===== src/rtl/split_timer_pkg.sv =====
package split_timer_pkg;

  typedef enum logic [1:0] {
    EN_OFF  = 2'd0,
    EN_ONCE = 2'd1,
    EN_LOOP = 2'd2,
    EN_RSV  = 2'd3
  } en_mode_e;

  typedef enum logic [1:0] {
    TM_WIDE  = 2'd0,
    TM_SPLIT = 2'd1,
    TM_WDOG  = 2'd2,
    TM_CHAIN = 2'd3
  } tm_mode_e;

  localparam int TM_LSB    = 2;
  localparam int LO_EN_LSB = 6;
  localparam int HI_EN_LSB = 22;

  localparam int A_GCTL   = 0;
  localparam int A_ECTL   = 1;
  localparam int A_CNT_LO = 2;
  localparam int A_CNT_HI = 3;
  localparam int A_PRD_LO = 4;
  localparam int A_PRD_HI = 5;

  function automatic logic en_runs(input logic [1:0] m);
    return (m == EN_ONCE) || (m == EN_LOOP);
  endfunction

endpackage


===== src/rtl/st_regs.sv =====
module st_regs
  import split_timer_pkg::*;
#(
  parameter int DW = 32,
  parameter int AW = 3
) (
  input  logic          clk,
  input  logic          rst_n,
  input  logic          wr,
  input  logic [AW-1:0] addr,
  input  logic [DW-1:0] wdata,
  input  logic [1:0]    once_done,
  output logic [1:0]    rel,
  output tm_mode_e      tmode,
  output logic [1:0]    en_lo,
  output logic [1:0]    en_hi,
  output logic [DW-1:0] prd_lo,
  output logic [DW-1:0] prd_hi
);

  logic wr_gctl, wr_ectl, wr_plo, wr_phi;

  assign wr_gctl = wr && (addr == AW'(A_GCTL));
  assign wr_ectl = wr && (addr == AW'(A_ECTL));
  assign wr_plo  = wr && (addr == AW'(A_PRD_LO));
  assign wr_phi  = wr && (addr == AW'(A_PRD_HI));

  always_ff @(posedge clk or negedge rst_n) begin
    if (!rst_n) begin
      rel    <= 2'b00;
      tmode  <= TM_WIDE;
      en_lo  <= EN_OFF;
      en_hi  <= EN_OFF;
      prd_lo <= '0;
      prd_hi <= '0;
    end else begin
      if (wr_gctl) begin
        rel   <= wdata[1:0];
        tmode <= tm_mode_e'(wdata[TM_LSB +: 2]);
      end
      if (wr_ectl) begin
        en_lo <= wdata[LO_EN_LSB +: 2];
        en_hi <= wdata[HI_EN_LSB +: 2];
      end else begin
        if (once_done[0]) en_lo <= EN_OFF;
        if (once_done[1]) en_hi <= EN_OFF;
      end
      if (wr_plo) prd_lo <= wdata;
      if (wr_phi) prd_hi <= wdata;
    end
  end

endmodule


===== src/rtl/st_half_counter.sv =====
module st_half_counter #(
  parameter int DW = 32
) (
  input  logic          clk,
  input  logic          rst_n,
  input  logic          hold,
  input  logic          load,
  input  logic [DW-1:0] load_val,
  input  logic          restart,
  input  logic          step,
  output logic [DW-1:0] cnt
);

  always_ff @(posedge clk or negedge rst_n) begin
    if (!rst_n)       cnt <= '0;
    else if (hold)    cnt <= '0;
    else if (load)    cnt <= load_val;
    else if (restart) cnt <= '0;
    else if (step)    cnt <= cnt + DW'(1);
  end

endmodule


===== src/rtl/st_ctrl.sv =====
module st_ctrl
  import split_timer_pkg::*;
#(
  parameter int DW = 32
) (
  input  logic          split,
  input  logic [1:0]    rel,
  input  logic [1:0]    en_lo,
  input  logic [1:0]    en_hi,
  input  logic [DW-1:0] cnt_lo,
  input  logic [DW-1:0] cnt_hi,
  input  logic [DW-1:0] prd_lo,
  input  logic [DW-1:0] prd_hi,
  output logic [1:0]    hold,
  output logic [1:0]    step,
  output logic [1:0]    hit,
  output logic [1:0]    restart,
  output logic [1:0]    once_done
);

  localparam int WW = 2 * DW;

  function automatic logic all_ones(input logic [DW-1:0] c);
    return &c;
  endfunction

  function automatic logic wide_match(input logic [DW-1:0] ch, input logic [DW-1:0] cl,
                                      input logic [DW-1:0] ph, input logic [DW-1:0] pl);
    logic [WW-1:0] c, p;
    c = {ch, cl};
    p = {ph, pl};
    return c == p;
  endfunction

  logic [1:0]    en_v [2];
  logic [DW-1:0] c_v  [2];
  logic [DW-1:0] p_v  [2];
  logic          act;

  assign en_v[0] = en_lo;
  assign en_v[1] = en_hi;
  assign c_v[0]  = cnt_lo;
  assign c_v[1]  = cnt_hi;
  assign p_v[0]  = prd_lo;
  assign p_v[1]  = prd_hi;

  always_comb begin
    hold      = '0;
    step      = '0;
    hit       = '0;
    restart   = '0;
    once_done = '0;
    act       = 1'b0;
    if (split) begin
      for (int i = 0; i < 2; i++) begin
        hold[i]      = !rel[i];
        act          = !hold[i] && en_runs(en_v[i]);
        hit[i]       = act && (c_v[i] == p_v[i]);
        step[i]      = act && !hit[i];
        restart[i]   = hit[i] && (en_v[i] == EN_LOOP);
        once_done[i] = hit[i] && (en_v[i] == EN_ONCE);
      end
    end else begin
      hold         = {2{rel != 2'b11}};
      act          = !hold[0] && en_runs(en_lo);
      hit[0]       = act && wide_match(cnt_hi, cnt_lo, prd_hi, prd_lo);
      step[0]      = act && !hit[0];
      step[1]      = step[0] && all_ones(cnt_lo);
      restart      = {2{hit[0] && (en_lo == EN_LOOP)}};
      once_done[0] = hit[0] && (en_lo == EN_ONCE);
    end
  end

endmodule


===== src/rtl/split_timer64.sv =====
module split_timer64
  import split_timer_pkg::*;
#(
  parameter int DW = 32,
  parameter int AW = 3
) (
  input  logic          clk,
  input  logic          rst_n,
  input  logic          bus_wr,
  input  logic [AW-1:0] bus_addr,
  input  logic [DW-1:0] bus_wdata,
  output logic [DW-1:0] bus_rdata,
  output logic          irq_lo,
  output logic          irq_hi
);

  logic [1:0]    rel;
  tm_mode_e      tmode;
  logic [1:0]    en_lo, en_hi;
  logic [DW-1:0] prd_lo, prd_hi, cnt_lo, cnt_hi;
  logic [DW-1:0] cnt_arr [2];

  // named internal events, also observed by the checker
  logic       split_w;
  logic [1:0] hold_w, step_w, hit_w, restart_w, once_w, load_w;
  logic [1:0] irq_q;

  assign split_w   = (tmode == TM_SPLIT);
  assign load_w[0] = bus_wr && (bus_addr == AW'(A_CNT_LO));
  assign load_w[1] = bus_wr && (bus_addr == AW'(A_CNT_HI));

  st_regs #(.DW(DW), .AW(AW)) u_regs (
    .clk(clk), .rst_n(rst_n), .wr(bus_wr), .addr(bus_addr), .wdata(bus_wdata),
    .once_done(once_w), .rel(rel), .tmode(tmode), .en_lo(en_lo), .en_hi(en_hi),
    .prd_lo(prd_lo), .prd_hi(prd_hi)
  );

  st_ctrl #(.DW(DW)) u_ctrl (
    .split(split_w), .rel(rel), .en_lo(en_lo), .en_hi(en_hi),
    .cnt_lo(cnt_lo), .cnt_hi(cnt_hi), .prd_lo(prd_lo), .prd_hi(prd_hi),
    .hold(hold_w), .step(step_w), .hit(hit_w), .restart(restart_w), .once_done(once_w)
  );

  for (genvar g = 0; g < 2; g++) begin : g_half
    st_half_counter #(.DW(DW)) u_cnt (
      .clk(clk), .rst_n(rst_n), .hold(hold_w[g]), .load(load_w[g]),
      .load_val(bus_wdata), .restart(restart_w[g]), .step(step_w[g]),
      .cnt(cnt_arr[g])
    );
  end

  assign cnt_lo = cnt_arr[0];
  assign cnt_hi = cnt_arr[1];

  always_ff @(posedge clk or negedge rst_n) begin
    if (!rst_n) irq_q <= 2'b00;
    else        irq_q <= hit_w;
  end

  assign irq_lo = irq_q[0];
  assign irq_hi = irq_q[1];

  always_comb begin
    bus_rdata = '0;
    case (bus_addr)
      AW'(A_GCTL): begin
        bus_rdata[1:0]          = rel;
        bus_rdata[TM_LSB +: 2]  = tmode;
      end
      AW'(A_ECTL): begin
        bus_rdata[LO_EN_LSB +: 2] = en_lo;
        bus_rdata[HI_EN_LSB +: 2] = en_hi;
      end
      AW'(A_CNT_LO): bus_rdata = cnt_lo;
      AW'(A_CNT_HI): bus_rdata = cnt_hi;
      AW'(A_PRD_LO): bus_rdata = prd_lo;
      AW'(A_PRD_HI): bus_rdata = prd_hi;
      default:       bus_rdata = '0;
    endcase
  end

endmodule


===== config.mk =====
export PLATFORM = sky130hd
export DESIGN_NAME = split_timer64
export DESIGN_NICKNAME = d
export VERILOG_FILES = /design/src/rtl/split_timer_pkg.sv /design/src/rtl/st_regs.sv /design/src/rtl/st_half_counter.sv /design/src/rtl/st_ctrl.sv /design/src/rtl/split_timer64.sv
export SDC_FILE = /design/constraint.sdc
export NUM_CORES = 1
export LEC_CHECK = 0
export ABC_AREA = 1
export ABC_CLOCK_PERIOD_IN_PS = 1850
export BUFFER_PORTS_ARGS = -buffer_cell sky130_fd_sc_hd__buf_2
export CORE_ASPECT_RATIO = 0.5
export CORE_MARGIN = 2
export CORE_UTILIZATION = 33
export DETAILED_ROUTE_END_ITERATION = 10
export HOLD_SLACK_MARGIN = 0.03
export PLACE_DENSITY_LB_ADDON = 0.1
export SLEW_MARGIN = 20
export SYNTH_ARGS = -nofsm -noshare
export SYNTH_HDL_FRONTEND = slang
export SYNTH_SLANG_ARGS = --single-unit

===== constraint.sdc =====
create_clock -name clk -period 1.85 [get_ports clk]
set_input_delay 0.37 -clock clk [delete_from_list [all_inputs] [get_ports clk]]
set_output_delay 0.37 -clock clk [all_outputs]
set_load 0.02 [all_outputs]

# After elaboration in Yosys (flattened, before gate mapping)
# Index checks and enable logic that the tools add are counted.
dict set report totals {
  word_cells 86
  output_inout_bits 34
  input_bits 38
  regBits 138
}
dict set report classes {
  mux 25
  addsub 2
  reduce_logical 36
  n_eq_ne 14
}
# operator n
set op_table {}
lappend op_table {{$mux 32} 8}
lappend op_table {{$add 32x1->32 const B} 2}
lappend op_table {{$eq 32x32->1} 2}
lappend op_table {{$eq 64x64->1} 1}
lappend op_table {{$pmux 14 s4} 1}
lappend op_table {{$pmux 8 s4} 1}
lappend op_table {{$reduce_and 32->1} 1}
lappend op_table {{$logic_and 1x1->1} 22}
lappend op_table {{$pmux 2 s5} 2}
lappend op_table {{$pmux 4 s5} 1}
lappend op_table {{$mux 2} 7}
lappend op_table {{$pmux 2 s4} 1}
lappend op_table {{$reduce_bool 4->1} 2}
lappend op_table {{$eq 2x1->1 const B} 3}
lappend op_table {{$eq 3x2->1 const B} 2}
lappend op_table {{$eq 3x3->1 const B} 2}
lappend op_table {{$logic_not 1->1} 6}
lappend op_table {{$eq 2x2->1 const B} 2}
lappend op_table {{$mux 1} 4}
lappend op_table {{$reduce_bool 2->1} 2}
lappend op_table {{$eq 3x1->1 const B} 1}
lappend op_table {{$logic_not 3->1} 1}
lappend op_table {{$logic_or 1x1->1} 2}
lappend op_table {{$ne 2x2->1 const B} 1}

# Logic depth before layout (Yosys ltp)
# Gate-level depths: netlist (run 1).
dict set report logic_depth {
  word_depth 12
  depth_mapped 18
  depth_no_buf 16
}

# Hierarchy
# From an unflattened synthesis (run 1), not the netlist that was laid out.
dict set report unflattened {
  cells_unflattened 1699
  area_unflattened_um2 10903.0
}
# module area_each_um2 instances cells_each seq_area_each_um2
set by_module_without_submodules {}
lappend by_module_without_submodules {st_half_counter 2561.2 2 416 800.8}
lappend by_module_without_submodules {st_regs 2991.6 1 277 1801.7}
lappend by_module_without_submodules {st_ctrl 1460.2 1 339 0.0}
lappend by_module_without_submodules {split_timer64 1328.8 1 251 50.0}

# Worst setup path after synthesis (run 1)
# OpenSTA, ideal clock, no wires.
dict set report synth_timing {
  path_type {reg-to-reg}
  startpoint {register u_regs.en_lo[0]}
  endpoint {register g_half[0].u_cnt.cnt[5]}
  synth_period_minus_slack_ns 2.009
  path_stages_with_launch 12
  setup_time_ns 0.117
  arrival_time_ns 1.892
  required_ns 1.733
  path_buffers 1
  setup_slack_ns -0.159
  path_cell_list {dfrtp_1 inv_1 ha_1 nor4_1 nand3_1 nand2_2 nand2_2 buf_2 nand2_1 nand2_1 nand3_1 nand2_1}
}
dict set report synth_between {
  elab_chain_len 9
  word_cells_on_any_way 19
  classes_between {2 x eq/ne; 5 x mux; 12 x reduce/logical}
}
# element line
set synth_rtl {}
lappend synth_rtl {{from (decl)} st_regs.sv:15} ;# output logic [1:0] en_lo,
lappend synth_rtl {{from (signal assigned)} st_regs.sv:42} ;# en_lo <= wdata[LO_EN_LSB +: 2];
lappend synth_rtl {{$eq 2x1->1 / $eq 2x2->1 (equally long branches)} {split_timer_pkg.sv:29, st_ctrl.sv:60, st_ctrl.sv:69}}
lappend synth_rtl {{$logic_or 1x1->1} split_timer_pkg.sv:29} ;# return (m == EN_ONCE) || (m == EN_LOOP);
lappend synth_rtl {{$logic_and 1x1->1, on equally long branches} {st_ctrl.sv:65, st_ctrl.sv:57}}
lappend synth_rtl {{$logic_and 1x1->1, on equally long branches} {st_ctrl.sv:66, st_ctrl.sv:58}}
lappend synth_rtl {{$logic_and 1x1->1, on equally long branches} {st_ctrl.sv:69, st_ctrl.sv:60}}
lappend synth_rtl {{$mux 2} st_ctrl.sv:54} ;# if (split) begin
lappend synth_rtl {{$mux 32} st_half_counter.sv:18} ;# else if (restart) cnt <= '0;
lappend synth_rtl {{$mux 32} st_half_counter.sv:17} ;# else if (load) cnt <= load_val;
lappend synth_rtl {{$mux 32} st_half_counter.sv:16} ;# else if (hold) cnt <= '0;
lappend synth_rtl {{to (signal assigned)} st_half_counter.sv:17}
lappend synth_rtl {{to (signal assigned)} st_half_counter.sv:19} ;# else if (step) cnt <= cnt + DW'(1);
lappend synth_rtl {{to (decl)} st_half_counter.sv:11} ;# output logic [DW-1:0] cnt
# Several ways; a longest one is shown, not always the timed one.
# A chain may end at the register's enable or synchronous reset.

# Final worst setup path (run 1)
dict set report layout_timing {
  startpoint {register u_regs.prd_lo[21]}
  endpoint {register g_half[0].u_cnt.cnt[31]}
}
dict set report layout_between {
  elab_chain_len 7
  word_cells_on_any_way 16
  classes_between {2 x eq/ne; 5 x mux; 9 x reduce/logical}
}
# element line
set layout_rtl {}
lappend layout_rtl {{from (decl)} st_regs.sv:17} ;# output logic [DW-1:0] prd_lo,
lappend layout_rtl {{from (signal assigned)} st_regs.sv:48} ;# if (wr_plo) prd_lo <= wdata;
lappend layout_rtl {{$eq 64x64->1 / $eq 32x32->1 (equally long branches)} {st_ctrl.sv:32, st_ctrl.sv:58}}
lappend layout_rtl {{$logic_and 1x1->1, on equally long branches} {st_ctrl.sv:66, st_ctrl.sv:58}}
lappend layout_rtl {{$logic_and 1x1->1, on equally long branches} {st_ctrl.sv:69, st_ctrl.sv:60}}
lappend layout_rtl {{$mux 2} st_ctrl.sv:54}
lappend layout_rtl {{$mux 32} st_half_counter.sv:18}
lappend layout_rtl {{$mux 32} st_half_counter.sv:17}
lappend layout_rtl {{$mux 32} st_half_counter.sv:16}
# Several ways; a longest one is shown, not always the timed one.

==> metrics, run 1 <==
number of antenna violations at the first check in global routing=0; placed standard-cell area=0.0135 mm2; Finish-stage setup viols=96; total power per unit cell area=698 mW/mm2; Synth Instances=1580; final count of hold timing violations=0; max frequency=451 MHz; total I/O pin count=72; gr usage total=27.8%; data arrival time of the critical path=2550 ps; CTS Root Buffer Type=clkbuf_16; synthesis warning total=0; worst-case clock skew=9.79 ps; Critical Path Fanout Max=9; sequential-to-total area share from yosys stat=34.2%; Die X=252 um; buffer depth of the longest clock path=2; startpoint types=flip-flop; worst relative slew slack=70.8%; mapped cell area=0.0101 mm2; crit path setup slack, layout=-366 ps; area enclosed by the die boundary=0.0321 mm2; GP Congestion=0.942; worst voltage drop across the vdd grid=0.707 mV; number of search-and-repair iterations in the first detailed-routing pass=5; Post-DP HPWL=31700 um; Sw Pwr=3820 uW; H-tree Lvls=4; number of fillers in the final layout=2879; final cycle utilization of the critical path=120%; setup repair after global routing missed its margin=yes; type of element capturing the critical path=flip-flop; global-route wire length before repair=67700 um; clock-pin slew of the registers on the worst-case setup and hold paths=60 ps; antenna diode instance count=0; vias=12.0k; Routed WL=44400 um; Vert. Die Dim=128 um; cell area after layout=0.0163 mm2; pin count of the biggest net entering global routing=65; area used by sequential logic in the layout=0.00347 mm2; number of clock buffers inserted by TritonCTS=17; cell internal power dissipation=7570 uW; time the worst path needs with I/O delays and setup=2220 ps; number of library cell types mapped by synthesis=36; Skew-Pair Late Insertion Delay=450 ps; Hold WC Path Type=primary input to flip-flop; max-capacitance violation count=0; vias in the first global route=11.8k; port bufs=71; fraction of final layout cells with drive strength greater than 1=37.9%; fraction of power consumed by the clock network=35.1%; Post-Layout Cell Count=2409; CTS tree=yes; number of pins exceeding their max-slew limit in the final report=0; run status=finished, violations left; antenna-violating nets left=0; Mapped Nets=1624; initial standard-cell utilization of the core=33.4%; flop-to-flop setup slack=-370 ps; slew at the pin closest to its max-slew limit=437 ps; Layout Nets=2041; via density per instance=4.97; sequential group share of total power=31.9%; Power Total=11400 uW; combinational share of power=33.0%; mean instance size in the synthesized netlist=6.40 um2; detail-routed net length per standard cell=18.4 um; std cell rows=45; # clock sinks=138; switching power as a share of total power=33.6%; area grow syn2layout=61.4%; count of routing violations after the opening detailed-route iteration=932; violated checks=setup timing; cell count after placement=2307; core area=0.0302 mm2; sum of overflow across all layers after global routing=0; remaining routing DRC violations=0; Worst Setup Path Type=flip-flop to flip-flop; Pleak=0.00866 uW; number of synthesized register bits=138; Multi-input gate area=0.00642 mm2; data required time at the worst endpoint=2180 ps
## synthesized netlist by cell type, drive strengths merged
cell type,number,area [um2]
o221ai,15,131
ha,6,75.1
nand3b,3,22.5
a221o,4,40.0
a22oi,18,135
inv,234,881
o22ai,15,93.8
nor4,2,12.5
nand3,121,611
nor2,104,403
nor3,31,180
o211ai,11,82.6
clkbuf,51,194
o2111ai,2,17.5
o21ai,100,500
xor2,72,631
a221oi,1,8.76
a21oi,41,205
clkinv,1,3.75
nand4,15,93.8
xnor2,3,26.3
dfrtp,138,3450
nand2,556,2100
and3,1,6.26
buf,35,201
## sequential cells by signal (all words and copies together), names as in the netlist
signal,count
g_half.u_cnt.cnt,64
u_regs.prd_hi,32
u_regs.prd_lo,32
irq_q,2
u_regs.en_hi,2
u_regs.en_lo,2
u_regs.rel,2
u_regs.tmode,2
## per-layer routing
| layer | GRT usage [%] | up-vias | share of wire [%] |
|---|---|---|---|
| li1 | - | 5804 | - |
| met1 | 39.6 | 5807 | 48 |
| met2 | 44.2 | 315 | 45 |
| met3 | 3.98 | 48 | 5.2 |
| met4 | 7.25 | 0 | 1.8 |
| met5 | 0 | - | 0 |
## per-stage QoR
stage                     setup slack (ps)  TNS, ps  utilization (%)  hold WS, ps
after floorplan                      -66.5    -2140                -         74.4
after global placement                -381   -25120             44.6          315
after detailed placement              -402   -27590             44.6          320
after CTS                             -345   -23440             51.9          262
after global routing                  -476   -33480             54.0          273
final                                 -366   -23480             54.0          272
## repair_timing
action                                 in CTS  in global routing
pin swaps                                  60                 71
gates cloned                                9                  4
setup endpoints to repair                 100                101
setup buffers                              63                 26
hold buffers                                1                  0
gates resized for setup                   272                126
endpoints found under the hold margin      31                  0
## placed cells by master (no fill, tap or decap), types with 6 or more instances in the layout
cell type and instances:
nor3_4 6, nand2_1 512, nand3_1 83, xor2_1 71
dfrtp_2 14, dfrtp_1 124, a21oi_2 6, nor3_1 21
o21ai_0 100, o22ai_4 7, nand4_1 15, buf_2 35
nand3_2 34, o221ai_2 11, o211ai_1 11, inv_2 33
nor2_4 14, inv_4 8, nor2_2 22, inv_1 189
buf_12 26, nand2_2 38, clkbuf_16 21, a22oi_2 17
buf_6 69, a21oi_1 33, nor2_1 68, buf_4 340
## power groups by stage
stage | combinational, uW | sequential [uW] | clock (uW)
global route | 4100 | 3680 | 4190
CTS | 3520 | 3630 | 4070
detailed placement | 2970 | 3680 | 0
finish | 3760 | 3640 | 4000
floorplan | 1500 | 3630 | 0
global placement | 2930 | 3660 | 0
## logic make-up (layout without fill, tap and decap cells)
| group | count (synthesis) | count (layout) | share of synthesized area, % |
|---|---|---|---|
| AO/OA/AOI/OAI | 207 | 207 | 12.0 |
| XOR/XNOR | 75 | 75 | 6.50 |
| adder cells (fa/ha/maj) | 6 | 6 | 0.742 |
| buffers and inverters | 321 | 751 | 12.7 |
| flip-flops | 138 | 138 | 34.2 |
| AND/OR/NAND/NOR | 833 | 833 | 33.9 |
## final timing paths
kind                                         from                      end  cells past startpoint
worst min register to register      u_regs.rel[0]            u_regs.rel[0]                      2
worst min-delay path                bus_wdata[21]        u_regs.prd_hi[21]                      3
min in group asynchronous                   rst_n   g_half[0].u_cnt.cnt[1]                      2
worst max-delay path            u_regs.prd_lo[21]  g_half[0].u_cnt.cnt[31]                     14
max in group asynchronous                   rst_n  g_half[1].u_cnt.cnt[14]                      3
worst max register to register  u_regs.prd_lo[21]  g_half[0].u_cnt.cnt[31]                     14
## worst max-delay path, cell delays in order (launching register included)
cell and delay [ps]:
dfrtp_1 390, xor2_1 170, nor2_1 180, nand2_1 90, nor2_2 190, nand2_2 100
nor2_4 160, nand3_2 110, nand2_2 120, nand2_4 100, nand2_8 130, inv_8 70
buf_12 140, nand2_1 60, nand2_1 70
## cell type report
class,count,share of cell area [%]
sequential,138,21.3
multi-input combinational,1121,39.3
timing repair buffer,484,26.5
clock inverter,11,1.17
tap,399,3.06
inverter,235,5.67
clock buffer,21,2.94
Note: power is estimated with default switching activity, not from simulation.
==> run 2: changes to the inputs <==
--- a/config.mk
+++ b/config.mk
@@ -8,6 +8,8 @@
 export ABC_AREA = 1
 export ABC_CLOCK_PERIOD_IN_PS = 1850
 export BUFFER_PORTS_ARGS = -buffer_cell sky130_fd_sc_hd__buf_2
+export CELL_PAD_IN_SITES_DETAIL_PLACEMENT = 1
+export CELL_PAD_IN_SITES_GLOBAL_PLACEMENT = 1
 export CORE_ASPECT_RATIO = 0.5
 export CORE_MARGIN = 2
 export CORE_UTILIZATION = 33
==> run 2 against run 1 <==
Against the previous run: the run still ends with setup timing left; first-iteration DRC count increased by 24%; sequential share of layout area increased by 0.074 points; clock skew increased by 6.6 ps; register-to-register slack got worse by 210 ps; largest power group unchanged; highest routed layer unchanged.
==> metrics, run 2 (synthesis gave the netlist of run 1 again) <==
sum of overflow across all layers after global routing=0 (unchanged); most frequent cells in the layout=492 x nand2_1, 333 x buf_4, 186 x inv_1, 113 x dfrtp_1, 100 x o21ai_0 (was 512 x nand2_1, 340 x buf_4, 189 x inv_1, 124 x dfrtp_1, 100 x o21ai_0); Multi-input gate area=0.00644 mm2 (was 0.00642 mm2); number of pins exceeding their max-slew limit in the final report=0 (unchanged); number of flip-flops in the largest register=64 (unchanged); time the worst path needs with I/O delays and setup=2420 ps (was 2220 ps); hold_sp=bus_wdata[13] (was bus_wdata[21]); Worst Setup Path Type=flip-flop to flip-flop (unchanged); crit path setup slack, layout=-574 ps (was -366 ps); global-route wire length before repair=78200 um (was 67700 um); number of antenna violations at the first check in global routing=4 (was 0); data arrival time of the critical path=2810 ps (was 2550 ps); GP Congestion=0.922 (was 0.942); data required time at the worst endpoint=2230 ps (was 2180 ps); cell area after layout=0.0163 mm2 (about the same); slew at the pin closest to its max-slew limit=451 ps (was 437 ps); CTS tree=yes (unchanged); via density per instance=5.27 (was 4.97); vias=12.7k (was 12.0k); Vert. Die Dim=128 um (unchanged); antenna-violating nets left=0 (unchanged); Layout Nets=2036 (was 2041); total I/O pin count=72 (unchanged); placed standard-cell area=0.0134 mm2 (was 0.0135 mm2); vias in the first global route=12.7k (was 11.8k); violated checks=setup timing (unchanged); Post-DP HPWL=39400 um (was 31700 um); count of routing violations after the opening detailed-route iteration=1157 (was 932); Power Total=11900 uW (was 11400 uW); detail-routed net length per standard cell=22.9 um (was 18.4 um); run status=finished, violations left (unchanged); total power per unit cell area=726 mW/mm2 (was 698 mW/mm2); Hold WC Path Type=primary input to flip-flop (unchanged); buffer depth of the longest clock path=2 (unchanged); Worst R2R Start=g_half[0].u_cnt.cnt[13] (was u_regs.prd_lo[21]); Setup WS pre-CTS=-869 ps (was -402 ps); worst relative slew slack=69.9% (was 70.8%); most frequent standard cell in the layout excluding fill and tap cells=nand2_1 (unchanged); max frequency=413 MHz (was 451 MHz); Die X=252 um (unchanged); initial standard-cell utilization of the core=33.4% (unchanged); setup total negative slack=-36400 ps (was -23480 ps); Finish-stage setup viols=98 (was 96); CTS Root Buffer Type=clkbuf_16 (unchanged); number of search-and-repair iterations in the first detailed-routing pass=5 (unchanged); remaining routing DRC violations=0 (unchanged); max-capacitance violation count=0 (unchanged); number of clock buffers inserted by TritonCTS=17 (unchanged); clock-pin slew of the registers on the worst-case setup and hold paths=60 ps (about the same); Routed WL=55000 um (was 44400 um); fraction of final layout cells with drive strength greater than 1=39.1% (was 37.9%); Skew-Pair Late Insertion Delay=460 ps (was 450 ps); Largest regs=g_half.u_cnt.cnt: 64 flops, u_regs.prd_hi: 32 flops, u_regs.prd_lo: 32 flops (unchanged); startpoint types=flip-flop (unchanged); worst flop-to-flop path endpoint=g_half[0].u_cnt.cnt[30] (was g_half[0].u_cnt.cnt[31]); Pleak=0.00865 uW (was 0.00866 uW); Reg with most FFs=g_half.u_cnt.cnt (unchanged); flop-to-flop setup slack=-570 ps (was -370 ps); final cycle utilization of the critical path=131% (was 120%); worst-case clock skew=16.4 ps (was 9.79 ps); cell count after placement=2303 (was 2307); Post-Layout Cell Count=2405 (was 2409); pin count of the biggest net entering global routing=65 (unchanged); area used by sequential logic in the layout=0.00348 mm2 (was 0.00347 mm2); gr usage total=33.0% (was 27.8%); setup repair after global routing missed its margin=yes (unchanged); number of cells on the worst hold path=5 (was 3); H-tree Lvls=4 (unchanged); # clock sinks=138 (unchanged); port bufs=71 (unchanged); area enclosed by the die boundary=0.0321 mm2 (unchanged); number of fillers in the final layout=3789 (was 2879); worst voltage drop across the vdd grid=0.569 mV (was 0.707 mV); end point of the most critical hold path=g_half[0].u_cnt.cnt[13] (was u_regs.prd_hi[21]); std cell rows=45 (unchanged); reg2reg path depth=17 (was 14); area grow syn2layout=61.5% (was 61.4%); core area=0.0302 mm2 (unchanged); type of element capturing the critical path=flip-flop (unchanged); Critical Path Fanout Max=5 (was 9); final count of hold timing violations=0 (unchanged)
run 2: through the flow:
| stage | hold slack, ps | util [%] |
|---|---|---|
| CTS | 275 | 48.8 |
| floorplan | 74.4 | - |
| detailed placement | 321 | 44.2 |
| global route | 314 | 54.0 |
| finish | 295 | 54.0 |
| global placement | 315 | 44.2 |
run 2: routing by layer:
metal  global-route usage (%)  wire length [um]
met5                        0                 0
met4                     5.08               652
met3                     8.10              4820
met2                     46.5             22900
met1                     50.9             26600
run 2: cell type report:
class / count / area share, %
Antenna cell: 1 / 0.0153
Clock buffer: 20 / 2.80
Clock inverter: 12 / 1.34
Inverter: 235 / 5.82
Multi-Input combinational cell: 1122 / 39.4
Sequential cell: 138 / 21.3
Tap cell: 399 / 3.06
Timing Repair Buffer: 476 / 26.1
Timing Repair inverter: 2 / 0.138
run 2: worst max path at each step:
stage	startpoint	end
finish	g_half[0].u_cnt.cnt[13]	g_half[0].u_cnt.cnt[30]
CTS	g_half[0].u_cnt.cnt[24]	g_half[0].u_cnt.cnt[16]
floorplan	g_half[0].u_cnt.cnt[1]	g_half[1].u_cnt.cnt[23]
global route	g_half[0].u_cnt.cnt[12]	g_half[0].u_cnt.cnt[30]
detailed placement	g_half[0].u_cnt.cnt[1]	g_half[1].u_cnt.cnt[18]
global placement	g_half[0].u_cnt.cnt[14]	g_half[0].u_cnt.cnt[19]
run 2: what timing repair did:
item                                    in CTS  in global routing
resized for setup                          142                278
pin swaps                                   28                 86
endpoints found under the hold margin       30                  0
hold buffers                                 1                  0
cloned                                       3                 13
endpoints found under the setup margin     101                102
buffers inserted                            19                 58
run 2: critical path: stages, from the launching register on:
cell	delay [ps]
dfrtp_2	470
xor2_1	170
nor2_1	140
nand2_1	80
nor2_2	130
nand2_2	100
nor2_4	210
nand2_2	90
buf_6	130
nand2_4	70
nand2_4	70
nor2_4	140
nand2_8	100
inv_8	90
buf_12	110
clkbuf_16	140
nand2_1	50
nand2_1	60
run 2: power by group:
group | switching (uW) | internal [uW] | total, uW | leakage, uW
logic | 2370 | 1700 | 4070 | 0.00654
registers | 327 | 3360 | 3690 | 0.00178
clock network | 1490 | 2590 | 4090 | 0.000326
total | 4190 | 7660 | 11900 | 0.00865
